===== config.mk =====
export PLATFORM = sky130hd
export DESIGN_NAME = syncMasterRx
export DESIGN_NICKNAME = d
export VERILOG_FILES = /design/src/rtl/syncMasterRxPkg.sv /design/src/rtl/syncMasterRxCtrl.sv /design/src/rtl/syncMasterRxData.sv /design/src/rtl/syncMasterRx.sv
export SDC_FILE = /design/constraint.sdc
export NUM_CORES = 1
export LEC_CHECK = 0
export BUFFER_PORTS_ARGS = -buffer_cell sky130_fd_sc_hd__buf_2
export CORE_ASPECT_RATIO = 0.7
export CORE_MARGIN = 1.5
export CORE_UTILIZATION = 50
export CTS_CLUSTER_DIAMETER = 80
export DETAILED_ROUTE_END_ITERATION = 8
export GPL_ROUTABILITY_DRIVEN = 0
export PLACE_DENSITY = 0.71
export SLEW_MARGIN = 20
export SYNTH_ARGS = -nofsm -noshare
export SYNTH_HDL_FRONTEND = slang
export SYNTH_SLANG_ARGS = --single-unit

===== constraint.sdc =====
create_clock -name clk -period 3.28 [get_ports clk]
set_input_delay 0 -clock clk [delete_from_list [all_inputs] [get_ports clk]]
set_output_delay 0 -clock clk [all_outputs]
set_load 0.1 [all_outputs]

===== src/rtl/syncMasterRxPkg.sv =====
package syncMasterRxPkg;
  localparam int IDX_W = 4;
  typedef struct packed {
    logic             sampleBit;
    logic             wordDone;
    logic [IDX_W-1:0] bitIdx;
  } rxStrobes_t;
endpackage


===== src/rtl/syncMasterRxCtrl.sv =====
module syncMasterRxCtrl
  import syncMasterRxPkg::*;
#(
  parameter int BYTE_W = 8
) (
  input  logic              clk,
  input  logic              rstN,
  input  logic              portEn,
  input  logic              contEn,
  input  logic              singleSet,
  input  logic              nineBit,
  input  logic              wide16,
  input  logic [BYTE_W-1:0] divLow,
  input  logic [BYTE_W-1:0] divHigh,
  input  logic              overrunIn,
  input  logic              fullIn,
  output rxStrobes_t        st,
  output logic              phase,
  output logic              singleBusy
);
  localparam int DIV_W = 2 * BYTE_W;

  logic              active;
  logic [DIV_W-1:0]  halfCnt;
  logic [IDX_W-1:0]  bitIdx;
  logic [DIV_W-1:0]  divVal;
  logic [IDX_W-1:0]  lastIdx;
  logic              enAny;
  logic              edgeNow;

  assign divVal  = wide16 ? {divHigh, divLow} : {{BYTE_W{1'b0}}, divLow};
  assign lastIdx = nineBit ? IDX_W'(BYTE_W) : IDX_W'(BYTE_W - 1);
  assign enAny   = portEn && (contEn || singleBusy);
  assign edgeNow = active && enAny && (halfCnt == '0);

  always_comb begin
    st.sampleBit = edgeNow && phase;
    st.wordDone  = edgeNow && phase && (bitIdx == lastIdx);
    st.bitIdx    = bitIdx;
  end

  always_ff @(posedge clk or negedge rstN) begin
    if (!rstN) begin
      singleBusy <= 1'b0;
    end else if (!portEn || st.wordDone) begin
      singleBusy <= 1'b0;
    end else if (singleSet) begin
      singleBusy <= 1'b1;
    end
  end

  always_ff @(posedge clk or negedge rstN) begin
    if (!rstN) begin
      active  <= 1'b0;
      phase   <= 1'b0;
      halfCnt <= '0;
      bitIdx  <= '0;
    end else if (!active) begin
      phase   <= 1'b0;
      halfCnt <= divVal;
      bitIdx  <= '0;
      active  <= enAny && !overrunIn;
    end else if (!enAny) begin
      active <= 1'b0;
      phase  <= 1'b0;
    end else if (halfCnt == '0) begin
      halfCnt <= divVal;
      phase   <= ~phase;
      if (phase) begin
        if (bitIdx == lastIdx) begin
          bitIdx <= '0;
          active <= contEn && !fullIn;
        end else begin
          bitIdx <= bitIdx + 1'b1;
        end
      end
    end else begin
      halfCnt <= halfCnt - 1'b1;
    end
  end


  port_off_idle_chk: assert property (@(posedge clk) disable iff (!rstN)
    !portEn |=> !phase);


  single_clears_chk: assert property (@(posedge clk) disable iff (!rstN)
    (st.wordDone && !contEn) |=> !singleBusy);


  overrun_no_start_chk: assert property (@(posedge clk) disable iff (!rstN)
    (!active && overrunIn) |=> !active);
endmodule


===== src/rtl/syncMasterRxData.sv =====
module syncMasterRxData
  import syncMasterRxPkg::*;
#(
  parameter int BYTE_W = 8,
  parameter int DEPTH  = 2
) (
  input  logic              clk,
  input  logic              rstN,
  input  rxStrobes_t        st,
  input  logic              dtIn,
  input  logic              nineBit,
  input  logic              contEn,
  input  logic              rdStrobe,
  output logic [BYTE_W-1:0] rxData,
  output logic              rxBit9,
  output logic              rxDone,
  output logic              overrun,
  output logic              full
);
  localparam int WORD_W = BYTE_W + 1;
  localparam int PTR_W  = (DEPTH > 1) ? $clog2(DEPTH) : 1;
  localparam int CNT_W  = $clog2(DEPTH + 1);

  logic [WORD_W-1:0] shiftQ, nextShift, pushWord;
  logic [WORD_W-1:0] mem [DEPTH];
  logic [PTR_W-1:0]  wrPtr, rdPtr;
  logic [CNT_W-1:0]  count;
  logic              push, pop;

  always_comb begin
    nextShift = shiftQ;
    if (st.sampleBit) nextShift[st.bitIdx] = dtIn;
    pushWord = {nineBit ? nextShift[WORD_W-1] : 1'b0, nextShift[BYTE_W-1:0]};
  end

  assign full   = (count == CNT_W'(DEPTH));
  assign push   = st.wordDone && !full && !overrun;
  assign pop    = rdStrobe && (count != '0);
  assign rxDone = (count != '0);
  assign rxData = mem[rdPtr][BYTE_W-1:0];
  assign rxBit9 = mem[rdPtr][WORD_W-1];

  function automatic logic [PTR_W-1:0] bump(input logic [PTR_W-1:0] p);
    return (p == PTR_W'(DEPTH - 1)) ? '0 : p + 1'b1;
  endfunction

  always_ff @(posedge clk or negedge rstN) begin
    if (!rstN) begin
      shiftQ <= '0;
    end else if (st.wordDone) begin
      shiftQ <= '0;
    end else begin
      shiftQ <= nextShift;
    end
  end

  generate
    for (genvar i = 0; i < DEPTH; i++) begin : g_slot
      always_ff @(posedge clk or negedge rstN) begin
        if (!rstN) mem[i] <= '0;
        else if (push && (wrPtr == PTR_W'(i))) mem[i] <= pushWord;
      end
    end
  endgenerate

  always_ff @(posedge clk or negedge rstN) begin
    if (!rstN) begin
      wrPtr   <= '0;
      rdPtr   <= '0;
      count   <= '0;
      overrun <= 1'b0;
    end else begin
      if (push) wrPtr <= bump(wrPtr);
      if (pop)  rdPtr <= bump(rdPtr);
      count <= count + CNT_W'(push) - CNT_W'(pop);
      if (!contEn) overrun <= 1'b0;
      else if (st.wordDone && full) overrun <= 1'b1;
    end
  end


  depth_bound_chk: assert property (@(posedge clk) disable iff (!rstN)
    count <= CNT_W'(DEPTH));


  overrun_hold_chk: assert property (@(posedge clk) disable iff (!rstN)
    overrun |=> (count <= $past(count)));


  done_from_word_chk: assert property (@(posedge clk) disable iff (!rstN)
    $rose(rxDone) |-> $past(st.wordDone));
endmodule


===== src/rtl/syncMasterRx.sv =====
module syncMasterRx
  import syncMasterRxPkg::*;
#(
  parameter int BYTE_W = 8,
  parameter int DEPTH  = 2
) (
  input  logic              clk,
  input  logic              rstN,
  input  logic              portEn,
  input  logic              polSel,
  input  logic              nineBit,
  input  logic              wide16,
  input  logic [BYTE_W-1:0] divLow,
  input  logic [BYTE_W-1:0] divHigh,
  input  logic              singleSet,
  input  logic              contEn,
  input  logic              intEn,
  input  logic              rdStrobe,
  input  logic              dtIn,
  output logic              ckOut,
  output logic [BYTE_W-1:0] rxData,
  output logic              rxBit9,
  output logic              rxDone,
  output logic              overrun,
  output logic              irq,
  output logic              singleBusy
);
  rxStrobes_t st;
  logic       phase;
  logic       full;

  syncMasterRxCtrl #(.BYTE_W(BYTE_W)) ctrl_i (
    .clk(clk), .rstN(rstN), .portEn(portEn), .contEn(contEn),
    .singleSet(singleSet), .nineBit(nineBit), .wide16(wide16),
    .divLow(divLow), .divHigh(divHigh), .overrunIn(overrun),
    .fullIn(full), .st(st), .phase(phase), .singleBusy(singleBusy)
  );

  syncMasterRxData #(.BYTE_W(BYTE_W), .DEPTH(DEPTH)) data_i (
    .clk(clk), .rstN(rstN), .st(st), .dtIn(dtIn), .nineBit(nineBit),
    .contEn(contEn), .rdStrobe(rdStrobe), .rxData(rxData),
    .rxBit9(rxBit9), .rxDone(rxDone), .overrun(overrun), .full(full)
  );

  assign ckOut = phase ^ polSel;
  assign irq   = rxDone & intEn;
endmodule


**Yosys cells after proc, flatten, opt, wreduce, memory -nomap -nowiden**

Index checks and enable logic that the tools add are counted.

- Eq/ne operators: 7
- Add/subtract/negate cells: 6
- Bitwise operators: 5
- Magnitude comparators: 3
- Multipliers: 0
- Reduce and logical (&&, ||, !) cells: 23
- Divide/modulo/power cells: 0
- Multiplexer cells: 33
- Shift operators: 0

Operators with widths:

| cell | count |
|---|---|
| two-way mux 16 bit | 4 |
| two-way mux 9 bit | 5 |
| two-way mux 4 bit | 6 |
| logical NOT 16 bit | 1 |
| two-way mux 1 bit | 16 |
| subtractor 16 x 1 -> 16 bit (second input constant) | 1 |
| logical AND 1 bit | 14 |
| bitwise mux 9 bit | 1 |
| less-than comparator 4 x 5 -> 1 bit (second input constant) | 1 |
| adder 4 x 1 -> 4 bit (second input constant) | 1 |
| demux 1 bit (select 4 bit) | 1 |
| == test 4 bit | 1 |
| >= comparator 4 x 1 -> 1 bit (second input constant) | 1 |
| inequality test 2 x 1 -> 1 bit (second input constant) | 2 |
| inequality test 2 bit (second input constant) | 2 |
| nonzero test 2 bit | 2 |
| logical NOT 1 bit | 3 |
| inequality test 3 bit (second input constant) | 1 |
| AND reduction 3 bit | 1 |
| adder 1 bit (second input constant) | 2 |
| adder 2 x 1 -> 2 bit | 1 |
| == test 2 bit (second input constant) | 1 |
| >= comparator 2 bit (second input constant) | 1 |
| logical OR 1 bit | 2 |
| other kinds (5) | 6 |

- Word-level logic and storage cells: 89
- Memories: 0
- RAM bits: 0
- Bits in latches: 0
- ROM bits: 0
- Register bits: 55
- Bits of input ports: 27

**Logic depth before layout (Yosys ltp)**

Gate-level depths: netlist of run 1.

- Word-level depth: 10
- Depth in mapped cells: 9

**By module**

From an unflattened synthesis of run 1, not the netlist that was laid out.

- Cell total of the unflattened synthesis: 289
- Area, all modules: 3,086.7 um2

Modules (own cells, without submodules):

| module | cells each | area each (um2) | instances |
|---|---|---|---|
| syncMasterRxCtrl | 166 | 1,561.5 | 1 |
| syncMasterRxData | 121 | 1,510.2 | 1 |
| syncMasterRx | 2 | 15.0 | 1 |

**Least setup slack after synthesis of run 1**

No wires, ideal clock.

- Path kind: reg-to-reg
- Start point: register ctrl_i.halfCnt[0]
- End point: register data_i.mem[10] (netlist name)
- Cell stages (with the launch flop): 8
- Path buffers: 0
- Data arrival time: 2.305 ns
- Library setup time: 0.125 ns
- Data required time: 3.155 ns
- Path slack: 0.850 ns
- Period minus slack after synthesis: 2.430 ns
- Cells stage by stage: dfrtp_1 > inv_1 > ha_1 > or3b_1 > nor3_2 > nand3_4 > nor3_4 > mux2_2

- Longest elaborated chain between the ends: 7
- Elaborated cells on any way between the ends: 8
- Classes of those cells: mux: 1; reduce/logical: 7

Ends and longest elaborated chain:

| element | RTL line | source |
|---|---|---|
| start: declaration | syncMasterRxCtrl.sv:24 | `logic [DIV_W-1:0] halfCnt;` |
| start signal: assignment | syncMasterRxCtrl.sv:60 | `halfCnt <= divVal;` |
| start signal: assignment | syncMasterRxCtrl.sv:67 | `halfCnt <= divVal;` |
| start signal: assignment | syncMasterRxCtrl.sv:78 | `halfCnt <= halfCnt - 1'b1;` |
| logical NOT 16 bit * | syncMasterRxCtrl.sv:34 | `assign edgeNow = active && enAny && (halfCnt == '0);` |
| logical AND 1 bit * | syncMasterRxCtrl.sv:34 |  |
| logical AND 1 bit * | syncMasterRxCtrl.sv:37, syncMasterRxCtrl.sv:38 |  |
| logical AND 1 bit | syncMasterRxCtrl.sv:38 | `st.wordDone = edgeNow && phase && (bitIdx == lastIdx);` |
| logical AND 1 bit (2 in series) | syncMasterRxData.sv:37 | `assign push = st.wordDone && !full && !overrun;` |
| logical AND 1 bit | syncMasterRxData.sv:61 | `else if (push && (wrPtr == PTR_W'(i))) mem[i] <= pushWord;` |
| end signal: indexed assignment | syncMasterRxData.sv:61 |  |
| end: declaration | syncMasterRxData.sv:25 | `logic [WORD_W-1:0] mem [DEPTH];` |

Mark *: on every way between the ends. The rest lies on a longest branch, timed or not.
A chain may end at the register's enable or synchronous reset.

**Final worst setup path of run 1**

- Start point: register ctrl_i.halfCnt[7]
- End point: register data_i.mem[2] (netlist name)

Same word-level chain as after synthesis.

==> impl_metrics.csv, run 1 <==
group,metric,value,unit
status,status,"finished, final reports clean",
setup_path,crit_path_start_kind,"flip-flop",
clocking,clkTransAtPathRegs,0.09,ns
min_path,worstHoldStart,"wide16",
layout,num_antenna_cells,0,
layout,layout-drive-gt1-share,0.278,
power_and_ir_drop,power_density,436,mW/mm2
routing,via_per_inst,5.88,
routing,ant_nets,0,
grt,grt_max_degree,36,
setup_path,r2r_start,"ctrl_i.halfCnt[7]$_DFFE_PN0P_",
placement,post-place-cells,422,
sta,finalCriticalPeriod,2.77,ns
grt,antenna_found_initial,0,
sta,worst_pin_slew,0.809,ns
logic_synthesis,syn_inst,313,
clocking,clk_root_buffer_cell,"clkbuf_8",
placement,port_buffers,40,
floorplanning,fp.dieW,97.9,um
clocking,cts_sinks,55,
clocking,cts_setup_buffers,0,
sta,rsz0062_at_grt,"no",
layout,syn2layout_area_growth,17.3,%
floorplanning,num_rows,23,
power_and_ir_drop,switching_share,0.342,
run,maxCapViolations,0,
power_and_ir_drop,p_int,1060,uW
logic_synthesis,synthArstFlopShare,1.00,
floorplanning,io_pins,41,
power_and_ir_drop,switching_power,551,uW
routing,drc,0,
sta,maxSlewViolCount,0,
min_path,whs_path_depth,3,
setup_path,crit_start,"ctrl_i.halfCnt[7]$_DFFE_PN0P_",
layout,nFillCells,488,
sta,finalClockSkew,0.00337,ns
logic_synthesis,synth_top_flop_cell,"dfrtp_1",
clocking,clk_latency,0.31,ns
power_and_ir_drop,sequentialPowerShare,0.495,
clocking,cts_tree,"done",
sta,setup_viol,0,
grt,grt.total_usage,0.229,
floorplanning,core,0.00590,mm2
logic_synthesis,ys_seq_elements,55,
setup_path,r2r_setup_slack,0.51,ns
grt,grt_overflow,0,
routing,first_pass_iters,5,
logic_synthesis,synth-seq-area-share,0.436,
sta,setup_tns,0,ns
logic_synthesis,synth_area,0.00315,mm2
sta,relSlewSlack,0.458,
logic_synthesis,syn_avg_cell_area,10.1,um2
min_path,min_to,"ctrl_i.halfCnt[14]$_DFFE_PN0P_",
setup_path,cp-end-kind,"flip-flop",
clocking,clockBufferDepth,2,
routing,wirelength,7240,um
routing,avgRoutedWirePerCell,16.3,um
setup_path,critical_path.max_fanout,11,
layout,nNetsFinal,402,
clocking,cts_buffers,5,
layout,final_cells,445,
sta,finalHoldViolCount,0,
sta,max_freq,361,MHz
setup_path,r2r_end,"data_i.mem[2]$_DFFE_PN0P_",
placement,hpwl,5280,um
logic_synthesis,ys_types,54,
floorplanning,dieHeight,69.5,um
setup_path,arrival,2.97,ns
power_and_ir_drop,ir_drop,513,uV
setup_path,criticalPathCategory,"flip-flop to flip-flop",
power_and_ir_drop,p_comb_frac,0.250,
logic_synthesis,syn-num-nets,346,
layout,layout_commonest_cell,"dfrtp_1",
power_and_ir_drop,pwr-share-clk,0.255,
grt,grt_pass1_wl,12700,um
grt,grt_pass1_vias,2570,
setup_path,required,3.48,ns
power_and_ir_drop,cellLeakagePower,0.00166,uW
logic_synthesis,yosysWarnings,0,
min_path,hold_class,"input port to flip-flop",
logic_synthesis,synth_edf_count,0,
routing,vias,2618,
floorplanning,dieArea,0.00680,mm2
floorplanning,initial_utilization,0.535,
setup_path,r2r_cells,5,
routing,first_iter_violations,168,
layout,most-common-layout-cells,"dfrtp_1, buf_2, mux2_2, nand2_1, nor2_1",
sta,final.period_utilization,0.845,
clocking,htreeDepth,2,
clocking,cts_resized,0,
worst max-delay path, cell delays in order, from the launching register on:
cell	delay, ns
dfrtp_1	0.44
or4_1	0.68
nor2_2	0.44
nand3_4	0.20
nor3_4	0.50
mux2_2	0.40
power by group through the flow:
| stage | registers, uW | logic, uW | clock network [uW] |
|---|---|---|---|
| floorplan | 779 | 313 | 0 |
| global placement | 807 | 378 | 0 |
| detailed placement | 808 | 385 | 0 |
| CTS | 796 | 402 | 420 |
| global route | 807 | 439 | 451 |
| finish | 798 | 402 | 411 |
metrics by stage:
| step | hold slack [ns] | utilization | area (um2) | setup slack, ns | power (uW) |
|---|---|---|---|---|---|
| 6_report | 0.0153 | 0.627 | 3700 | 0.510 | 1610 |
| 5_1_grt | 0.0287 | 0.627 | 3700 | 0.343 | 1700 |
| 4_1_cts | 0.00813 | 0.627 | 3700 | 0.533 | 1620 |
| 3_5_place_dp | -0.0220 | 0.584 | 3450 | 0.541 | 1190 |
| 3_3_place_gp | -0.0219 | 0.584 | 3450 | 0.609 | 1190 |
| 2_1_floorplan | -0.296 | - | 3150 | 0.850 | 1090 |
cells by family (layout without fill, tap and decap cells):
family                     Yosys count  after routing  synth area share
AOI/OAI and AO/OA                   56             56             0.119
xor gates and xnor gates             9              9            0.0250
adders and majority gates            6              6            0.0238
buffers and inverters               25             82            0.0329
DFF                                 55             55             0.436
muxes                               36             36             0.128
and+or+nand+nor                    126            126             0.235
area by class of cell:
class | count | area (um2) | share of cell area
multi-input cells | 233 | 1670 | 0.452
inverters | 11 | 41.3 | 0.0112
clock buffers | 7 | 96.3 | 0.0260
repair buffers | 63 | 410 | 0.111
clock inverters | 1 | 7.51 | 0.00203
flip-flops and latches | 55 | 1380 | 0.372
well taps | 75 | 93.8 | 0.0254
synth_stat cells (2+ instances only):
library cell  number  area [um2]
inv_1             11        41.3
o21a_1             3        22.5
or4_1              5        37.5
nand2_1           20        75.1
nor2_1            20        75.1
nand4_1           16         100
or3_1              5        31.3
nand2b_1           3        18.8
nor3_4             3        48.8
clkbuf_1           8        30.0
a22oi_1            5        37.5
xor2_1             5        43.8
nand4b_1           3        26.3
mux2_2            34         383
or2_2              3        18.8
a2bb2oi_1          2        17.5
a31oi_1            5        31.3
o311ai_0           2        17.5
nor4_1             3        18.8
nor2b_1           10        62.6
xnor2_1            4        35.0
o21ai_0           14        70.1
nor4_2             2        25.0
dfrtp_1           55        1380
o211ai_1           4        30.0
nor3_1             5        25.0
buf_2              4        20.0
ha_1               6        75.1
and2_1             2        12.5
a21oi_1           10        50.1
nand3_1           18        90.1
how the worst max path moves through the flow:
stage / to / slack (ns)
floorplan: data_i.mem[10]$_DFFE_PN0P_ / 0.85
global placement: data_i.mem[15]$_DFFE_PN0P_ / 0.61
detailed placement: data_i.mem[2]$_DFFE_PN0P_ / 0.54
CTS: data_i.mem[2]$_DFFE_PN0P_ / 0.53
global route: data_i.mem[2]$_DFFE_PN0P_ / 0.34
finish: data_i.mem[2]$_DFFE_PN0P_ / 0.51
repair_timing:
| action | CTS | global route |
|---|---|---|
| endpoints found under the setup margin | 0 | 0 |
| hold buffers | 15 | 0 |
| hold endpoints to repair | 33 | 0 |
registers in the layout (all words and copies together), names as in the netlist:
name and cells:
ctrl_i.active 1, ctrl_i.bitIdx 4, ctrl_i.halfCnt 16, ctrl_i.phase 1, ctrl_i.singleBusy 1, data_i.count 2, data_i.mem 18, data_i.overrun 1
data_i.rdPtr 1, data_i.shiftQ 9, data_i.wrPtr 1
routing by layer:
metal / part of all wire / up-vias / wire, um / GRT usage
met5: 0 / - / 0 / 0
li1: - / 1272 / - / -
met4: 0.011 / 0 / 80 / 0.0540
met3: 0.064 / 11 / 465 / 0.0484
met2: 0.40 / 95 / 2920 / 0.310
met1: 0.52 / 1240 / 3770 / 0.368
No activity file was read; power rests on OpenSTA's default activity.
==> inputs of run 2 (changes only) <==
==> constraint.sdc (replaced) <==
create_clock -name clk -period 2.8 [get_ports clk]
set_input_delay 0 -clock clk [delete_from_list [all_inputs] [get_ports clk]]
set_output_delay 0 -clock clk [all_outputs]
set_load 0.1 [all_outputs]
==> run 2 against run 1 <==
  * Via count is 0.88% higher
  * Final cell count rose by 1.3%
  * Utilization up 0.93 points
  * Non-clock buffer count grew 7
  * Hold slack got worse by 0.013 ns
  * Count of clock-buffer cells in the layout down 2
  * Global-route usage shrank 1.1 points
  * Routed wire length shrank 3.0%
  * Critical path depth grew 1
  * Die area stayed put
  * Sequential share of layout area fell by 0.55 points
==> impl_metrics.csv, run 2 (synthesis gave the netlist of run 1 again) <==
group,metric,value,unit
sta,finalCriticalPeriod,2.43,ns
power_and_ir_drop,ir_drop,844,uV
clocking,cts_resized,0,
setup_path,crit_start,"ctrl_i.halfCnt[7]$_DFFE_PN0P_",
layout,num_antenna_cells,0,
clocking,clockBufferDepth,2,
setup_path,critical_path.max_fanout,10,
routing,wirelength,7020,um
layout,nNetsFinal,409,
sta,finalClockSkew,0.00483,ns
placement,pre_cts_slack,0.401,ns
power_and_ir_drop,cellLeakagePower,0.00170,uW
floorplanning,dieArea,0.00680,mm2
clocking,cts_setup_buffers,0,
floorplanning,io_pins,41,
routing,first_iter_violations,209,
layout,largest_reg_flops,18,
setup_path,crit_chain,"or4_1 > nor2_2 > buf_4 > nand4_1 > mux2_2 > mux2_2",
routing,vias,2641,
sta,maxSlewViolCount,0,
clocking,clk_root_buffer_cell,"clkbuf_8",
sta,setup_viol,0,
clocking,cts_sinks,55,
grt,grt_overflow,0,
layout,reg_top3,"data_i.mem (18), ctrl_i.halfCnt (16), data_i.shiftQ (9)",
min_path,hold_class,"input port to flip-flop",
clocking,cts_buffers,5,
layout,syn2layout_area_growth,19.0,%
setup_path,r2r_end,"data_i.mem[6]$_DFFE_PN0P_",
clocking,htreeDepth,2,
sta,setup_tns,0,ns
clocking,clkTransAtPathRegs,0.10,ns
setup_path,cpPeakStageDelay,0.70,ns
routing,first_pass_iters,4,
setup_path,cpMaxStageDelayCell,"or4_1",
sta,relSlewSlack,0.532,
floorplanning,core,0.00590,mm2
clocking,cts_tree,"done",
placement,port_buffers,40,
sta,rsz0062_at_grt,"no",
routing,avgRoutedWirePerCell,15.6,um
grt,grt_max_degree,39,
setup_path,crit_path_end,"data_i.mem[6]$_DFFE_PN0P_",
power_and_ir_drop,power_density,512,mW/mm2
setup_path,required,3.00,ns
sta,whs,0.00274,ns
layout,layout_commonest_cell,"dfrtp_1",
floorplanning,dieHeight,69.5,um
layout,nFillCells,488,
setup_path,r2r_start,"ctrl_i.halfCnt[7]$_DFFE_PN0P_",
grt,grt_pass1_wl,12100,um
status,status,"finished, final reports clean",
placement,hpwl,5210,um
floorplanning,initial_utilization,0.535,
layout,layout-drive-gt1-share,0.290,
layout,most-common-layout-cells,"dfrtp_1, buf_2, mux2_2, nand2_1, nor2_1",
setup_path,cp-end-kind,"flip-flop",
setup_path,r2r_cells,6,
routing,drc,0,
floorplanning,num_rows,23,
sta,finalHoldViolCount,0,
setup_path,criticalPathCategory,"flip-flop to flip-flop",
floorplanning,fp.dieW,97.9,um
setup_path,crit_path_start_kind,"flip-flop",
setup_path,crit_top_cell,"mux2_2",
sta,finalWorstSetupSlack,0.370,ns
run,maxCapViolations,0,
routing,via_per_inst,5.86,
grt,grt_pass1_vias,2501,
sta,max_freq,412,MHz
sta,final.period_utilization,0.868,
setup_path,r2r_setup_slack,0.37,ns
clocking,postCtsHoldBufs,15,
clocking,clk_latency,0.30,ns
sta,worst_pin_slew,0.699,ns
grt,antenna_found_initial,0,
routing,ant_nets,0,
layout,regMostFlops,"data_i.mem",
grt,grt.total_usage,0.218,
setup_path,arrival,2.63,ns
==> run 2: cell count changes in the layout (fill, tap and decap cells not counted), sizes merged <==
cell / previous run / this run
bufinv: 0 / 1
buf: 48 / 55
clkbuf: 7 / 5
==> run 2: final cells by class <==
cell class	count	area, um2	share of cell area
multi-input cells	233	1670	0.446
flip-flops and latches	55	1380	0.367
repair buffers	70	463	0.123
well taps	75	93.8	0.0250
clock buffers	5	68.8	0.0183
inverters	11	41.3	0.0110
clock inverters	2	37.5	0.0100
==> run 2: metrics by stage <==
| stage | total power, uW | std cells | cell area (um2) | utilization |
|---|---|---|---|---|
| after floorplan | 1280 | 313 | 3150 | - |
| after detailed placement | 1400 | 429 | 3500 | 0.593 |
| after global routing | 2030 | 451 | 3750 | 0.636 |
| after global placement | 1390 | 429 | 3500 | 0.593 |
| after CTS | 1930 | 451 | 3750 | 0.636 |
| final | 1920 | 451 | 3750 | 0.636 |
==> run 2: metal layers <==
layer	share of wire	vias to the layer above	GRT usage
met5	0	-	0
li1	-	1283	-
met4	0.0056	0	0.0460
met1	0.52	1275	0.352
met2	0.41	78	0.301
met3	0.059	5	0.0393
==> run 2: how the worst min path moves through the flow <==
stage	start	to	slack [ns]	cells past startpoint
finish	divLow[0]	ctrl_i.halfCnt[0]$_DFFE_PN0P_	0.003	3
global route	divLow[0]	ctrl_i.halfCnt[0]$_DFFE_PN0P_	0.01	3
CTS	divLow[0]	ctrl_i.halfCnt[0]$_DFFE_PN0P_	0.0009	3
detailed placement	rstN	ctrl_i.halfCnt[3]$_DFFE_PN0P_	-0.03	1
global placement	rstN	ctrl_i.halfCnt[3]$_DFFE_PN0P_	-0.03	1
floorplan	rstN	ctrl_i.active$_DFF_PN0_	-0.30	0
==> run 2: worst max-delay path, delay by kind of cell, from the launching register on <==
family	cells	cell delay, ns
and+or+nand+nor	3	1.07
muxes	2	0.59
DFF	1	0.45
buffers and inverters	1	0.20
==> run 2: where the power goes <==
part | switching (uW) | leakage, uW | internal, uW
registers | 89.4 | 0.000730 | 848
logic | 295 | 0.000920 | 171
clock network | 257 | 0.0000502 | 262
